`src/rtl/ssc_pkg.sv`:
```
package ssc_pkg;

  typedef enum logic [1:0] {
    SEL_F120 = 2'b00,
    SEL_F72  = 2'b01,
    SEL_F48  = 2'b10,
    SEL_DFLT = 2'b11
  } ssc_sel_e;

  // Half step h = round(f_out * 2^frac_bits / (f_ref * spread_den * half_steps)).
  // Peak offset is half_steps * h, i.e. 1/spread_den of the nominal ratio.
  function automatic longint unsigned ssc_half_step(
    input longint unsigned f_out,
    input longint unsigned f_ref,
    input int unsigned     frac_bits,
    input int unsigned     spread_den,
    input int unsigned     half_steps
  );
    longint unsigned num;
    longint unsigned den;
    num = f_out << frac_bits;
    den = f_ref * 64'(spread_den) * 64'(half_steps);
    return (num + den / 2) / den;
  endfunction

endpackage

```
`src/rtl/ssc_step_sel.sv`:
```
module ssc_step_sel #(
  parameter int unsigned     OFS_W      = 24,
  parameter int unsigned     FRAC_BITS  = 24,
  parameter int unsigned     SPREAD_DEN = 100,
  parameter int unsigned     HALF_STEPS = 179,
  parameter longint unsigned REF_HZ     = 64'd14318180,
  parameter longint unsigned F_HI_HZ    = 64'd120000000,
  parameter longint unsigned F_MID_HZ   = 64'd72000000,
  parameter longint unsigned F_LO_HZ    = 64'd48000000
) (
  input  logic                    clk_i,
  input  logic                    rst_ni,
  input  logic                    load_i,
  input  logic [1:0]              sel_i,
  output logic signed [OFS_W-1:0] h_now_o,
  output logic signed [OFS_W-1:0] h_hold_o
);

  localparam int unsigned NSEL = 4;
  localparam longint unsigned F_TBL [NSEL] = '{F_HI_HZ, F_MID_HZ, F_LO_HZ, F_HI_HZ};

  logic signed [OFS_W-1:0] h_tbl [NSEL];
  logic signed [OFS_W-1:0] h_d, h_q;

  for (genvar g = 0; g < NSEL; g++) begin : g_tbl
    assign h_tbl[g] = OFS_W'(ssc_pkg::ssc_half_step(F_TBL[g], REF_HZ, FRAC_BITS,
                                                    SPREAD_DEN, HALF_STEPS));
  end

  always_comb begin
    h_now_o = h_tbl[sel_i];
    h_d     = h_q;
    if (load_i) begin
      h_d = h_now_o;
    end
  end

  always_ff @(posedge clk_i or negedge rst_ni) begin
    if (!rst_ni) begin
      h_q <= '0;
    end else begin
      h_q <= h_d;
    end
  end

  assign h_hold_o = h_q;

endmodule

```
`src/rtl/ssc_dir_ctrl.sv`:
```
module ssc_dir_ctrl #(
  parameter int unsigned HALF_STEPS = 179
) (
  input  logic clk_i,
  input  logic rst_ni,
  input  logic start_i,
  input  logic adv_i,
  output logic up_o
);

  localparam int unsigned CW = $clog2(HALF_STEPS + 1);
  localparam logic [CW-1:0] FULL  = CW'(HALF_STEPS);
  localparam logic [CW-1:0] FIRST = CW'((HALF_STEPS - 1) / 2);
  localparam logic [CW-1:0] ONE   = CW'(1);

  logic [CW-1:0] rem_d, rem_q;
  logic          up_d, up_q;

  always_comb begin
    rem_d = rem_q;
    up_d  = up_q;
    if (start_i) begin
      rem_d = FIRST;
      up_d  = 1'b1;
    end else if (adv_i) begin
      if (rem_q == ONE) begin
        rem_d = FULL;
        up_d  = ~up_q;
      end else begin
        rem_d = rem_q - ONE;
      end
    end
  end

  always_ff @(posedge clk_i or negedge rst_ni) begin
    if (!rst_ni) begin
      rem_q <= FIRST;
      up_q  <= 1'b1;
    end else begin
      rem_q <= rem_d;
      up_q  <= up_d;
    end
  end

  assign up_o = up_q;

  AST_REM_IN_RANGE: assert property (@(posedge clk_i) disable iff (!rst_ni)
    adv_i |-> (rem_q >= ONE && rem_q <= FULL));

  AST_TURN_FLIPS: assert property (@(posedge clk_i) disable iff (!rst_ni)
    (adv_i && !start_i && rem_q == ONE) |=> (up_q != $past(up_q)));

endmodule

```
`src/rtl/ssc_ramp_acc.sv`:
```
module ssc_ramp_acc #(
  parameter int unsigned OFS_W = 24
) (
  input  logic                    clk_i,
  input  logic                    rst_ni,
  input  logic                    en_i,
  input  logic                    start_i,
  input  logic                    up_i,
  input  logic signed [OFS_W-1:0] h_now_i,
  input  logic signed [OFS_W-1:0] h_hold_i,
  output logic signed [OFS_W-1:0] acc_o
);

  logic signed [OFS_W-1:0] acc_d, acc_q, step2;

  always_comb begin
    step2 = h_hold_i <<< 1;
    if (!en_i) begin
      acc_d = '0;
    end else if (start_i) begin
      acc_d = h_now_i;
    end else if (up_i) begin
      acc_d = acc_q + step2;
    end else begin
      acc_d = acc_q - step2;
    end
  end

  always_ff @(posedge clk_i or negedge rst_ni) begin
    if (!rst_ni) begin
      acc_q <= '0;
    end else begin
      acc_q <= acc_d;
    end
  end

  assign acc_o = acc_q;

  AST_ZERO_WHEN_OFF: assert property (@(posedge clk_i) disable iff (!rst_ni)
    !en_i |=> (acc_q == '0));

endmodule

```
`src/rtl/ssc_profile_gen.sv`:
```
module ssc_profile_gen #(
  parameter int unsigned     OFS_W      = 24,
  parameter int unsigned     FRAC_BITS  = 24,
  parameter int unsigned     SPREAD_DEN = 100,
  parameter int unsigned     HALF_STEPS = 179,
  parameter longint unsigned REF_HZ     = 64'd14318180,
  parameter longint unsigned F_HI_HZ    = 64'd120000000,
  parameter longint unsigned F_MID_HZ   = 64'd72000000,
  parameter longint unsigned F_LO_HZ    = 64'd48000000
) (
  input  logic                    clk_i,
  input  logic                    rst_ni,
  input  logic                    sweep_en_i,
  input  logic [1:0]              freq_sel_i,
  output logic signed [OFS_W-1:0] offset_o,
  output logic                    step_stb_o
);

  localparam int unsigned SYNC_N = 2;

  logic [SYNC_N-1:0]       rst_sync_q;
  logic                    rst_n;
  logic                    run_d, run_q;
  logic                    stb_d, stb_q;
  logic                    start, adv, up;
  logic signed [OFS_W-1:0] h_now, h_hold;

  // asynchronous assert, synchronous release
  always_ff @(posedge clk_i or negedge rst_ni) begin
    if (!rst_ni) begin
      rst_sync_q <= '0;
    end else begin
      rst_sync_q <= {rst_sync_q[SYNC_N-2:0], 1'b1};
    end
  end
  assign rst_n = rst_sync_q[SYNC_N-1];

  always_comb begin
    start = sweep_en_i & ~run_q;
    adv   = sweep_en_i & run_q;
    run_d = sweep_en_i;
    stb_d = sweep_en_i;
  end

  always_ff @(posedge clk_i or negedge rst_n) begin
    if (!rst_n) begin
      run_q <= 1'b0;
      stb_q <= 1'b0;
    end else begin
      run_q <= run_d;
      stb_q <= stb_d;
    end
  end

  ssc_step_sel #(
    .OFS_W(OFS_W), .FRAC_BITS(FRAC_BITS), .SPREAD_DEN(SPREAD_DEN),
    .HALF_STEPS(HALF_STEPS), .REF_HZ(REF_HZ), .F_HI_HZ(F_HI_HZ),
    .F_MID_HZ(F_MID_HZ), .F_LO_HZ(F_LO_HZ)
  ) step_sel_i (
    .clk_i(clk_i), .rst_ni(rst_n), .load_i(~run_q), .sel_i(freq_sel_i),
    .h_now_o(h_now), .h_hold_o(h_hold)
  );

  ssc_dir_ctrl #(.HALF_STEPS(HALF_STEPS)) dir_ctrl_i (
    .clk_i(clk_i), .rst_ni(rst_n), .start_i(start), .adv_i(adv), .up_o(up)
  );

  ssc_ramp_acc #(.OFS_W(OFS_W)) ramp_acc_i (
    .clk_i(clk_i), .rst_ni(rst_n), .en_i(sweep_en_i), .start_i(start),
    .up_i(up), .h_now_i(h_now), .h_hold_i(h_hold), .acc_o(offset_o)
  );

  assign step_stb_o = stb_q;

  AST_START_VALUE: assert property (@(posedge clk_i) disable iff (!rst_n)
    start |=> (int'(offset_o) == int'($past(h_now))));

  AST_STEP_SIZE: assert property (@(posedge clk_i) disable iff (!rst_n)
    adv |=> ((int'(offset_o) - int'($past(offset_o)) ==  2 * int'($past(h_hold))) ||
             (int'(offset_o) - int'($past(offset_o)) == -2 * int'($past(h_hold)))));

  AST_PEAK_BOUND: assert property (@(posedge clk_i) disable iff (!rst_n)
    (int'(offset_o) <=  int'(HALF_STEPS) * int'(h_hold)) &&
    (int'(offset_o) >= -int'(HALF_STEPS) * int'(h_hold)));

  AST_STEP_STEADY: assert property (@(posedge clk_i) disable iff (!rst_n)
    (adv && $past(adv)) |=>
      ((int'(offset_o) - int'($past(offset_o)) ==  int'($past(offset_o)) - int'($past(offset_o, 2))) ||
       (int'(offset_o) - int'($past(offset_o)) == -(int'($past(offset_o)) - int'($past(offset_o, 2))))));

  AST_STROBE_MATCH: assert property (@(posedge clk_i) disable iff (!rst_n)
    step_stb_o == (offset_o != '0));

endmodule

```
`config.mk`:
```
export PLATFORM = sky130hd
export DESIGN_NAME = ssc_profile_gen
export DESIGN_NICKNAME = d
export VERILOG_FILES = /design/src/rtl/ssc_pkg.sv /design/src/rtl/ssc_step_sel.sv /design/src/rtl/ssc_dir_ctrl.sv /design/src/rtl/ssc_ramp_acc.sv /design/src/rtl/ssc_profile_gen.sv
export SDC_FILE = /design/constraint.sdc
export NUM_CORES = 1
export LEC_CHECK = 0
export ABC_AREA = 1
export BUFFER_PORTS_ARGS = -buffer_cell sky130_fd_sc_hd__buf_2
export CAP_MARGIN = 10
export CELL_PAD_IN_SITES_DETAIL_PLACEMENT = 0
export CELL_PAD_IN_SITES_GLOBAL_PLACEMENT = 1
export CORE_MARGIN = 3
export CORE_UTILIZATION = 25
export DETAILED_ROUTE_END_ITERATION = 7
export PLACE_DENSITY = 0.64
export SLEW_MARGIN = 10
export SYNTH_ARGS = -nofsm -noshare
export SYNTH_HDL_FRONTEND = slang
export SYNTH_SLANG_ARGS = --single-unit
```
`constraint.sdc`:
```
create_clock -name clk_i -period 1.4 [get_ports clk_i]
set_clock_uncertainty 0.15 [all_clocks]
set_input_delay 0.28 -clock clk_i [delete_from_list [all_inputs] [get_ports clk_i]]
set_output_delay 0.28 -clock clk_i [all_outputs]
set_load 0.1 [all_outputs]
```
======== Yosys cells after proc, flatten, opt, wreduce, memory -nomap -nowiden ========
Cells that the tools add are included.
storage, ports and cells
  register bits ........................... 59
  input port bits ......................... 5
  output and inout bits ................... 25
  logic and storage cells ................. 31
operators by class
  add/sub/neg operators ................... 3
  $lt $le $gt $ge ......................... 1
  eq/ne operators ......................... 1
  muxes and demuxes ....................... 12
  bitwise logic cells ..................... 5
  reduce and logical (&&, ||, !) cells .... 3
operators with widths
  kind                                                                number
  24-bit 2-to-1 mux                                                   5
  24-bit binary-select mux with 2-bit select                          1
  24-bit adder                                                        1
  8-bit 2-to-1 mux                                                    3
  24-bit subtractor                                                   1
  8-bit by 1-bit == test with 1-bit output, second input constant     1
  8-bit by 1-bit subtractor with 8-bit output, second input constant  1
  2-bit nonzero test                                                  2
  3-bit greater-or-equal comparator, second input constant            1
  1-bit 2-to-1 mux                                                    3
  2-bit NOT with 3-bit output                                         1
  1-bit bitwise AND                                                   2
  1-bit NOT                                                           2
  2-bit AND reduction                                                 1

======== Logic depth before layout (Yosys ltp) ========
Gate-level depths: netlist of run 1.
  word-level depth ........................ 6
  depth in mapped cells ................... 18
  gate-level depth less buffers ........... 17

======== Hierarchy ========
From an unflattened synthesis of run 1, not the netlist that was laid out.
second synthesis, totals
  cell total of the unflattened synthesis .. 666
  area, all modules ....................... 4,337.9 um2
modules (own cells, without submodules)
  module           instances  cells each  area an instance (um2)  sequential area each (um2)
  ssc_ramp_acc     1          512         3,149.3                 600.6
  ssc_dir_ctrl     1          80          594.3                   231.5
  ssc_step_sel     1          65          496.7                   100.1
  ssc_profile_gen  1          9           97.6                    75.1

======== Least setup slack after synthesis of run 1 ========
Ideal clock, no wire load.
  path type ............................... register to register
  start ................................... register step_sel_i.h_q[9] (netlist: step_sel_i.h_hold_o[9])
  end ..................................... register ramp_acc_i.acc_q[12] (netlist: ramp_acc_i.acc_o[12])
  library setup time ...................... 0.120 ns
  arrival ................................. 2.410 ns
  setup slack ............................. -1.280 ns
  cell stages (with the launch flop) ...... 15
  buffers on the path ..................... 1
  period minus slack after synthesis ...... 2.680 ns
  path through ............................ dfrtp_1 -> inv_1 -> ha_1 -> nor2_1 -> or2_0 -> buf_2 -> xor2_1 -> ha_1 -> nand2_1 -> inv_1 -> a21oi_2 -> nand3_1 -> or2_1 -> nand3_1 -> nand2_1
between the ends
  cells in the longest elaborated chain, start to end .. 4
ends and longest elaborated chain
  element                                            RTL line                                source
  start, declared                                    ssc_step_sel.sv:23                      logic signed [OFS_W-1:0] h_d, h_q;
  start signal, assigned                             ssc_step_sel.sv:40                      h_q <= '0;
  start signal, assigned                             ssc_step_sel.sv:42                      h_q <= h_d;
  24-bit subtractor or 24-bit adder (tied branches)  ssc_ramp_acc.sv:25, ssc_ramp_acc.sv:23
  24-bit 2-to-1 mux *                                ssc_ramp_acc.sv:22                      end else if (up_i) begin
  24-bit 2-to-1 mux *                                ssc_ramp_acc.sv:20                      end else if (start_i) begin
  24-bit 2-to-1 mux *                                ssc_ramp_acc.sv:18                      if (!en_i) begin
  via ramp_acc_i.acc_d[12]                           ssc_ramp_acc.sv:14                      logic signed [OFS_W-1:0] acc_d, acc_q, step2;
  end signal, assigned                               ssc_ramp_acc.sv:31                      acc_q <= '0;
  end signal, assigned                               ssc_ramp_acc.sv:33                      acc_q <= acc_d;
  end, declared                                      ssc_ramp_acc.sv:14
The timed path passes the listed nets; every way through them passes the cells marked *.
A chain may end at the register's enable or synchronous reset.

======== Final worst setup path of run 1 ========
  start ................................... register step_sel_i.h_q[9] (netlist: step_sel_i.h_hold_o[9])
  end ..................................... register ramp_acc_i.acc_q[21] (netlist: ramp_acc_i.acc_o[21])
The elaborated chain is that of the path after synthesis.

==> results of run 1 <==
-- cell families after synthesis --
group           share of synthesized area
compound gates                     0.0950
flops                               0.297
simple gates                        0.350
buf+inv                             0.122
fa+ha+maj                           0.117
xor+xnor                           0.0181
other cells                       0.00111
-- registers in the layout, indices dropped and copies added (netlist names) --
signal	cells
dir_ctrl_i.up_o	1
rst_sync_q	2
ramp_acc_i.acc_o	24
step_stb_o	1
dir_ctrl_i.rem_q	8
step_sel_i.h_hold_o	4
-- final timing paths --
| kind | slack [ps] | end | depth (start not counted) | from |
|---|---|---|---|---|
| setup / recovery | -1200 | ramp_acc_i.acc_o[21]$_DFF_PN0_ | 15 | step_sel_i.h_hold_o[9]$_DFFE_PN0N_ |
| setup reg to reg | -1200 | ramp_acc_i.acc_o[21]$_DFF_PN0_ | 15 | step_sel_i.h_hold_o[9]$_DFFE_PN0N_ |
| hold reg to reg | 80 | ramp_acc_i.acc_o[3]$_DFF_PN0_ | 1 | rst_sync_q[1]$_DFF_PN0_ |
| max in group asynchronous | 750 | dir_ctrl_i.rem_q[6]$_DFFE_PN1P_ | 1 | rst_sync_q[1]$_DFF_PN0_ |
| hold / removal | 80 | ramp_acc_i.acc_o[3]$_DFF_PN0_ | 1 | rst_sync_q[1]$_DFF_PN0_ |
| min in group clk_i | 170 | step_stb_o$_DFF_PN0_ | 2 | sweep_en_i |
-- timing repair --
item / CTS / global route
gates resized for setup: 88 / 143
setup buffers: 13 / 23
endpoints found under the setup margin: 53 / 55
gates cloned: 0 / 0
pin swaps: 30 / 49
hold buffers: 1 / 0
hold endpoints to repair: 2 / 0
-- through the flow --
stage	instance area (um2)	util	total power [uW]	setup TNS [ps]	hold WS, ps
CTS	5450	0.421	4730	-23710	106
floorplan	3490	-	2480	-20250	-166
detailed placement	4870	0.377	3290	-25530	-81.7
finish	6050	0.468	5130	-23040	82.7
global route	6050	0.468	5420	-27080	118
global placement	4870	0.377	3280	-23590	-85.1
-- Yosys cell counts (all sizes together), types with 4 or more instances --
cell type  count
o21ai         18
o21bai         4
xor2           6
nand3         31
buf            5
nand2        163
inv           99
dfstp          5
ha            30
or2            8
nor3           5
dfrtp         35
nor2          68
a21oi         31
-- where the power goes --
| group | internal, uW | total (uW) | switching, uW |
|---|---|---|---|
| Clock | 710 | 1230 | 517 |
| Combinational | 1100 | 2540 | 1450 |
| Sequential | 1260 | 1360 | 101 |
-- per-layer routing --
metal  GRT usage  share of wire  routed length [um]
met1       0.188           0.44                4850
met2       0.252           0.50                5510
met3      0.0290          0.035                 382
met4      0.0476          0.026                 287
met5           0              0                   0
-- area by class of cell --
| type | count | area, um2 | share of cell area |
|---|---|---|---|
| clock inverter | 2 | 15.0 | 0.00248 |
| timing repair buffer | 136 | 1490 | 0.247 |
| inverter | 99 | 384 | 0.0635 |
| tap | 172 | 215 | 0.0356 |
| sequential | 40 | 1030 | 0.170 |
| clock buffer | 6 | 139 | 0.0230 |
| multi-input combinational | 374 | 2780 | 0.459 |
==> metrics.md, run 1 <==
| Metric | Value |
|---|---|
| WP data required | ~1400 ps |
| Die W | 122 um |
| Number of flops mapped to enable cells by yosys | 0 |
| Crit-path max cell delay | 410 ps |
| Static Leakage | 0.00296 uW |
| Total number of yosys warnings | 0 |
| CP arrival | 2640 ps |
| Final setup vio count | 48 |
| Clock Path Buffers | 2 |
| CTS tree | built |
| Status | finished with violations |
| Routed len/inst | 13.3 um |
| Initial Utilization | 0.262 |
| First-pass GRT wire length | 17500 um |
| Drt drc | 0 |
| # fillers | 1279 |
| Post-synth cell types | 38 |
| Synth top area share | 0.259 |
| Clk_lat worst skew | 300 ps |
| RSZ-0062 raised after global routing | yes |
| H-tree Lvls | 2 |
| Slowest CP cell | dfrtp_1 |
| Power per cell area | 849 nW/um2 |
| Worst Setup End Kind | flop |
| Diodes inserted | 0 |
| Failing checks | negative setup slack |
| Area grow syn2layout | 78.6% |
| Largest cells by area after synthesis | dfrtp_1, nand2_1, ha_1 |
| Top FF cell, synth | dfrtp_1 |
| Non-filler cells in the finished layout | 829 |
| Mapped Area | 3390 um2 |
| Pin count of the biggest net entering global routing | 39 |
| Crit path kind | reg2reg |
| DP HPWL | 8270 um |
| Ys async rst share | 1.00 |
| Die Y-Extent | 122 um |
| Peak Freq | 384 MHz |
| Vias in the first global route | roughly 3600 |
| CP Launch Type | flop |
| Setup ws final | -1200 ps |
| Final nets | just under 700 |
| Total gr overflow | 0 |
| TritonCTS Buffers | 5 |
| DRT iter0 DRCs | 111 |
| GRT Util Overall | 0.148 |
| Vias per std cell | 4.38 |
| Max_cap viols | 0 |
| Pre-Repair DR Iteration Count | 4 |
| Leading area contributor after synthesis | dfrtp_1 |
| Pins over their slew limit | 0 |
| # placed instances | 801 |
| I/O pin count | 30 |
| IO Port Bufs | 29 |
| Std-Cell Rows | ~40 |
| Via count | around 3600 |
| Final GP Congestion | 0.849 |
| Fin. Hold Viols | 0 |
| Clk sinks | 40 |
| Share of cells above drive strength 1 | 0.507 |
| Syn nets | 554 |
| Crit path cell chain | buf_6, nor2_4, a31oi_4, or2_4, xor2_1, ha_2, nand2_4, nor2_4, inv_2, nor2_1, nand3_1, nand3_2, nand2_1, nand2_1, nor2_1 |
| DP Worst Slack | -1380 ps |
| Clock-pin slew on the worst setup and hold paths | 70 ps |
| Core footprint | 12900 um2 |
| Die footprint | around 15000 um2 |
| Root Driver | clkbuf_16 |
| Critical-path maximum fanout | 4 |
| Antenna violations before repair | 0 |
| Most frequent cells in the layout | nand2_1, inv_1, buf_4, nor2_1, nand2_2 |
| Fin crit period | 2600 ps |
| Syn avg cell area | 6.54 um2 |
| Flops & latches, synth | 40 |
| Post-Route WL | 11000 um |
| Final period util | 1.86 |
| Critical path buffer and inverter count | 2 |
| Cells after synthesis | 518 |
| Tightest Hold Check Type | reg2async |
| Register area share after synthesis | 0.297 |
| Number of routed nets with antenna violations | 0 |
| Crit path max-delay family | simple AND/OR/NAND/NOR gates |
| Most common cell after layout, fill and taps aside | nand2_1 |
| Worst IR Drop VDD | 0.736 mV |
(Power assumes the default switching activity.)
==> run 2: changes to the inputs <==
--- a/config.mk
+++ b/config.mk
@@ -8,12 +8,12 @@
 export ABC_AREA = 1
 export BUFFER_PORTS_ARGS = -buffer_cell sky130_fd_sc_hd__buf_2
 export CAP_MARGIN = 10
-export CELL_PAD_IN_SITES_DETAIL_PLACEMENT = 0
-export CELL_PAD_IN_SITES_GLOBAL_PLACEMENT = 1
+export CELL_PAD_IN_SITES_DETAIL_PLACEMENT = 1
+export CELL_PAD_IN_SITES_GLOBAL_PLACEMENT = 2
 export CORE_MARGIN = 3
 export CORE_UTILIZATION = 25
 export DETAILED_ROUTE_END_ITERATION = 7
-export PLACE_DENSITY = 0.64
+export PLACE_DENSITY = 0.76
 export SLEW_MARGIN = 10
 export SYNTH_ARGS = -nofsm -noshare
 export SYNTH_HDL_FRONTEND = slang
==> metrics.md, run 2 (synthesis results as in run 1) <==
| Metric | Value |
|---|---|
| Status | finished with violations |
| Failing checks | negative setup slack |
| Final setup vio count | 54 |
| Crit-path max cell delay | ~460 ps |
| Clock-pin slew on the worst setup and hold paths | 70 ps |
| Worst setup path startpoint | step_sel_i.h_hold_o[9]$_DFFE_PN0N_ |
| Core footprint | 12900 um2 |
| Worst IR Drop VDD | 0.738 mV |
| H-tree Lvls | 2 |
| GRT Util Overall | 0.187 |
| Finished Cell Area | between 6000 and 7000 um2 |
| Drt drc | 0 |
| Vias per std cell | approximately 4.7 |
| Max_cap viols | 0 |
| Root Driver | clkbuf_16 |
| Diodes inserted | 0 |
| Post-Route WL | roughly 16000 um |
| Via count | 4020 |
| Share of cells above drive strength 1 | 0.593 |
| Critical-path maximum fanout | 4 |
| Final GP Congestion | 0.860 |
| Reg2reg start | step_sel_i.h_hold_o[9]$_DFFE_PN0N_ |
| DP Worst Slack | -1450 ps |
| Vias in the first global route | 4380 |
| Max reg flops | 24 |
| Flop-to-flop setup slack | -1350 ps |
| Std-Cell Rows | 41 |
| Antenna violations before repair | 0 |
| Routed len/inst | 19.0 um |
| Multi-input gate area | 3130 um2 |
| TNS Setup | -27230 ps |
| CP dominant cell by count | ha_4 |
| RSZ-0062 raised after global routing | yes |
| Crit path cell chain | inv_4, ha_4, a31oi_4, or2_4, xor2_4, ha_4, nand2_4, nor2_4, inv_2, nor3_2, o21ai_0, nand2_1, nor2_1 |
| DP HPWL | 9630 um |
| DRT iter0 DRCs | 97 |
| Clk sinks | 40 |
| Number of routed nets with antenna violations | 0 |
| Die W | 122 um |
| # fillers | roughly 1500 |
| Die footprint | 15000 um2 |
| Pin count of the biggest net entering global routing | 39 |
| Total gr overflow | 0 |
| Most common cell after layout, fill and taps aside | nand2_1 |
| CP Launch Type | flop |
| Post-DP Area | 4860 um2 |
| Slowest CP cell | dfrtp_2 |
| First-pass GRT wire length | 21800 um |
| Die Y-Extent | 122 um |
| Most frequent cells in the layout | nand2_1, buf_4, inv_1, buf_6, nand2_2 |
| CP arrival | 2780 ps |
| Area grow syn2layout | 95.5% |
| Pins over their slew limit | 0 |
| Clock Path Buffers | 2 |
| Peak Freq | 364 MHz |
| IO Port Bufs | 29 |
| Setup ws final | -1350 ps |
| Power per cell area | about 870 nW/um2 |
| I/O pin count | 30 |
| Clk_lat worst skew | 300 ps |
| WP data required | 1430 ps |
| Final period util | 1.96 |
| TritonCTS Buffers | 5 |
| # placed instances | 800 |
| Static Leakage | 0.00318 uW |
| CTS tree | built |
| Tightest Hold Check Type | reg2async |
| Pre-Repair DR Iteration Count | 4 |
| Worst Setup End Kind | flop |
| Critical path buffer and inverter count | 2 |
| Initial Utilization | 0.262 |
| Crit path max-delay family | simple AND/OR/NAND/NOR gates |
| Non-filler cells in the finished layout | 847 |
| Crit path kind | reg2reg |
| Fin. Hold Viols | 0 |
| Fin crit period | 2750 ps |
| Register Area | between 1000 and 1500 um2 |
| Utilization after layout | 0.512 |
| Final nets | 710 |
## run 2: changes by cell type in the layout (fill, tap and decap cells not counted), sizes merged
cell | previous run | this run
buf | 135 | 153
bufinv | 0 | 1
clkbuf | 6 | 5
clkinv | 0 | 2
inv | 99 | 97
## run 2: cell type report
type	instances	share of cell area
Tap cell	172	0.0325
Sequential cell	40	0.155
Clock inverter	3	0.00718
Timing Repair Buffer	154	0.253
Inverter	99	0.0610
Multi-Input combinational cell	374	0.472
Clock buffer	5	0.0189
## run 2: repair_timing
item / CTS / global route
endpoints found under the hold margin: 2 / 0
endpoints found under the setup margin: 54 / 56
buffers inserted: 34 / 27
resized for setup: 155 / 172
pin swaps: 79 / 99
hold buffers: 1 / 0
## run 2: worst reg2reg max path, cell delays in order, from the launching register on
cell     delay, ps
dfrtp_2        460
inv_4          120
ha_4           150
a31oi_4        120
or2_4          340
xor2_4         200
ha_4           320
nand2_4         90
nor2_4         140
inv_2           60
nor3_2         220
o21ai_0        150
nand2_1         80
nor2_1          40
## run 2: metrics by stage
stage / power, uW / hold slack, ps
4_1_cts: 5160 / 107
2_1_floorplan: 2480 / -166
3_5_place_dp: 3320 / -82.3
3_3_place_gp: 3270 / -84.4
5_1_grt: 6020 / 113
6_report: 5760 / 75.6
## run 2: metal layers
layer  track usage  up-vias  share of wire
met5             0        -              0
met1         0.210     1989           0.38
met3        0.0295       47          0.026
li1              -     1909              -
met4        0.0609        0          0.040
met2         0.359       75           0.56
## run 2: worst paths after layout
kind                                                        end  cells past startpoint
worst max-delay path             ramp_acc_i.acc_o[13]$_DFF_PN0_                     13
worst max register to register   ramp_acc_i.acc_o[13]$_DFF_PN0_                     13
worst min-delay path              ramp_acc_i.acc_o[4]$_DFF_PN0_                      1
max in group asynchronous       dir_ctrl_i.rem_q[6]$_DFFE_PN1P_                      1
worst min register to register    ramp_acc_i.acc_o[4]$_DFF_PN0_                      1
min in group clk_i                         step_stb_o$_DFF_PN0_                      2
## run 2: report_power, final
part	internal, uW	switching (uW)
Sequential	1260	118
Combinational	1240	1720
Clock	851	579
==> run 3: changes to the inputs <==
--- a/config.mk
+++ b/config.mk
@@ -14,6 +14,8 @@
 export CORE_UTILIZATION = 25
 export DETAILED_ROUTE_END_ITERATION = 7
 export PLACE_DENSITY = 0.76
+export RECOVER_POWER = 100
+export SETUP_SLACK_MARGIN = 0.1
 export SLEW_MARGIN = 10
 export SYNTH_ARGS = -nofsm -noshare
 export SYNTH_HDL_FRONTEND = slang
==> metrics.md, run 3 (synthesis results as in run 1) <==
| Metric | Value |
|---|---|
| Die footprint | 15000 um2 |
| Hold WS | approximately 100 ps |
| Failing checks | negative setup slack |
| Power per cell area | 868 nW/um2 |
| Fin. Hold Viols | 0 |
| Pins over their slew limit | 0 |
| Peak Freq | approximately 380 MHz |
| Sequential share of power | 0.256 |
| Die W | 122 um |
| Multi-input gate area | around 3000 um2 |
| Post-Route WL | 13700 um |
| Initial Utilization | 0.262 |
| Clock Power Share | 0.254 |
| Tightest Hold Check Type | in2reg |
| Number of routed nets with antenna violations | 0 |
| First-pass GRT wire length | ~21000 um |
| Final GP Congestion | 0.835 |
| CTS tree | built |
| Diodes inserted | 0 |
| CP arrival | 2660 ps |
| Register Area | 1040 um2 |
| Setup ws final | -1220 ps |
| Die Y-Extent | approximately 120 um |
| CP Launch Type | flop |
| Pin count of the biggest net entering global routing | 39 |
| I/O pin count | 30 |
| Vias per std cell | 4.64 |
| Final period util | 1.87 |
| # fillers | 1551 |
| Clock-pin slew on the worst setup and hold paths | 60 ps |
| Root Driver | clkbuf_16 |
| Switching share of power | 0.406 |
| Comb power frac | 0.489 |
| Area grow syn2layout | 82.8% |
| Max_cap viols | 0 |
| Worst IR Drop VDD | 0.565 mV |
| Share of cells above drive strength 1 | 0.581 |
| Total gr overflow | 0 |
| Drt drc | 0 |
| Critical-path maximum fanout | 4 |
| Via count | roughly 3800 |
| Clock Path Buffers | 2 |
| DRT iter0 DRCs | 90 |
| Crit path kind | reg2reg |
| Routed len/inst | 16.5 um |
| TritonCTS Buffers | 5 |
| Worst Tran Pin Value | 609 ps |
| RSZ-0062 raised after global routing | yes |
| Vias in the first global route | 4155 |
| IO Port Bufs | 29 |
| Design Power | 5370 uW |
| Antenna violations before repair | 0 |
| Clk sinks | 40 |
| Most frequent cells in the layout | nand2_1, inv_1, buf_4, nand2_2, nor2_1 |
| Max reg flops | 24 |
| Most common cell after layout, fill and taps aside | nand2_1 |
| Internal power | about 3200 uW |
| DP HPWL | slightly below 10000 um |
| H-tree Lvls | 2 |
| Fin crit period | 2620 ps |
| Worst Setup End Kind | flop |
| Net Sw Power | 2180 uW |
| Std-Cell Rows | slightly above 40 |
| Static Leakage | 0.00306 uW |
| Final setup vio count | 52 |
| Final nets | 691 |
| Clk_lat worst skew | 290 ps |
| TNS Setup | -24120 ps |
| Pre-Repair DR Iteration Count | 4 |
| DP Worst Slack | -1330 ps |
| WP data required | 1440 ps |
| GRT Util Overall | 0.175 |
| Status | finished with violations |
| Relative slew slack | 0.594 |
| Core footprint | 12900 um2 |
run 3: metal layers:
metal | vias to the layer above | routed length [um] | GRT usage
met2 | 52 | 7520 | 0.334
met3 | 18 | 323 | 0.0230
met5 | - | 0 | 0
li1 | 1866 | - | -
met1 | 1903 | 5540 | 0.205
met4 | 0 | 295 | 0.0448
run 3: final cells by class:
cell class / instances / area share
Clock buffer: 5 / 0.0202
Clock inverter: 3 / 0.00687
Inverter: 99 / 0.0633
Multi-Input combinational cell: 374 / 0.477
Sequential cell: 40 / 0.169
Tap cell: 172 / 0.0348
Timing Repair Buffer: 135 / 0.229
run 3: timing repair:
| action | 4_1_cts | 5_1_grt |
|---|---|---|
| setup endpoints to repair | 58 | 58 |
| gates resized for setup | 119 | 162 |
| hold buffers | 1 | 0 |
| hold endpoints to repair | 2 | 0 |
| pin swaps | 43 | 59 |
| buffers inserted | 17 | 16 |
run 3: power groups by stage:
stage	registers [uW]	logic, uW	clock network (uW)
6_report	1380	2630	1370
5_1_grt	1390	2810	1440
4_1_cts	1360	2280	1390
3_5_place_dp	1370	1970	0
3_3_place_gp	1370	1920	0
2_1_floorplan	1750	737	0
run 3: per-stage QoR:
stage,util,std cells,instance area [um2]
2_1_floorplan,-,518,3510
3_3_place_gp,0.376,799,4860
3_5_place_dp,0.376,799,4860
4_1_cts,0.433,821,5600
5_1_grt,0.479,828,6190
6_report,0.479,828,6190
run 3: worst paths after layout:
kind / startpoint / end / slack [ps] / depth (start not counted)
hold / removal: sweep_en_i / step_stb_o$_DFF_PN0_ / 100 / 1
setup reg to reg: step_sel_i.h_hold_o[9]$_DFFE_PN0N_ / ramp_acc_i.acc_o[19]$_DFF_PN0_ / -1220 / 12
min in group asynchronous: rst_ni / rst_sync_q[0]$_DFF_PN0_ / 150 / 2
hold reg to reg: rst_sync_q[0]$_DFF_PN0_ / rst_sync_q[1]$_DFF_PN0_ / 210 / 0
max in group asynchronous: rst_sync_q[1]$_DFF_PN0_ / step_stb_o$_DFF_PN0_ / 410 / 1
setup / recovery: step_sel_i.h_hold_o[9]$_DFFE_PN0N_ / ramp_acc_i.acc_o[19]$_DFF_PN0_ / -1220 / 12
run 3: worst max-delay path, stage by stage, from the launching register on:
cell and delay [ps]:
dfrtp_2 450, nor2_4 150, buf_4 150, a21oi_2 50, xor2_1 160, ha_1 410, nand2_2 140, nor2_4 230
nand3_2 170, nand3_4 160, nand2_1 100, a21oi_2 130, nor2_1 50
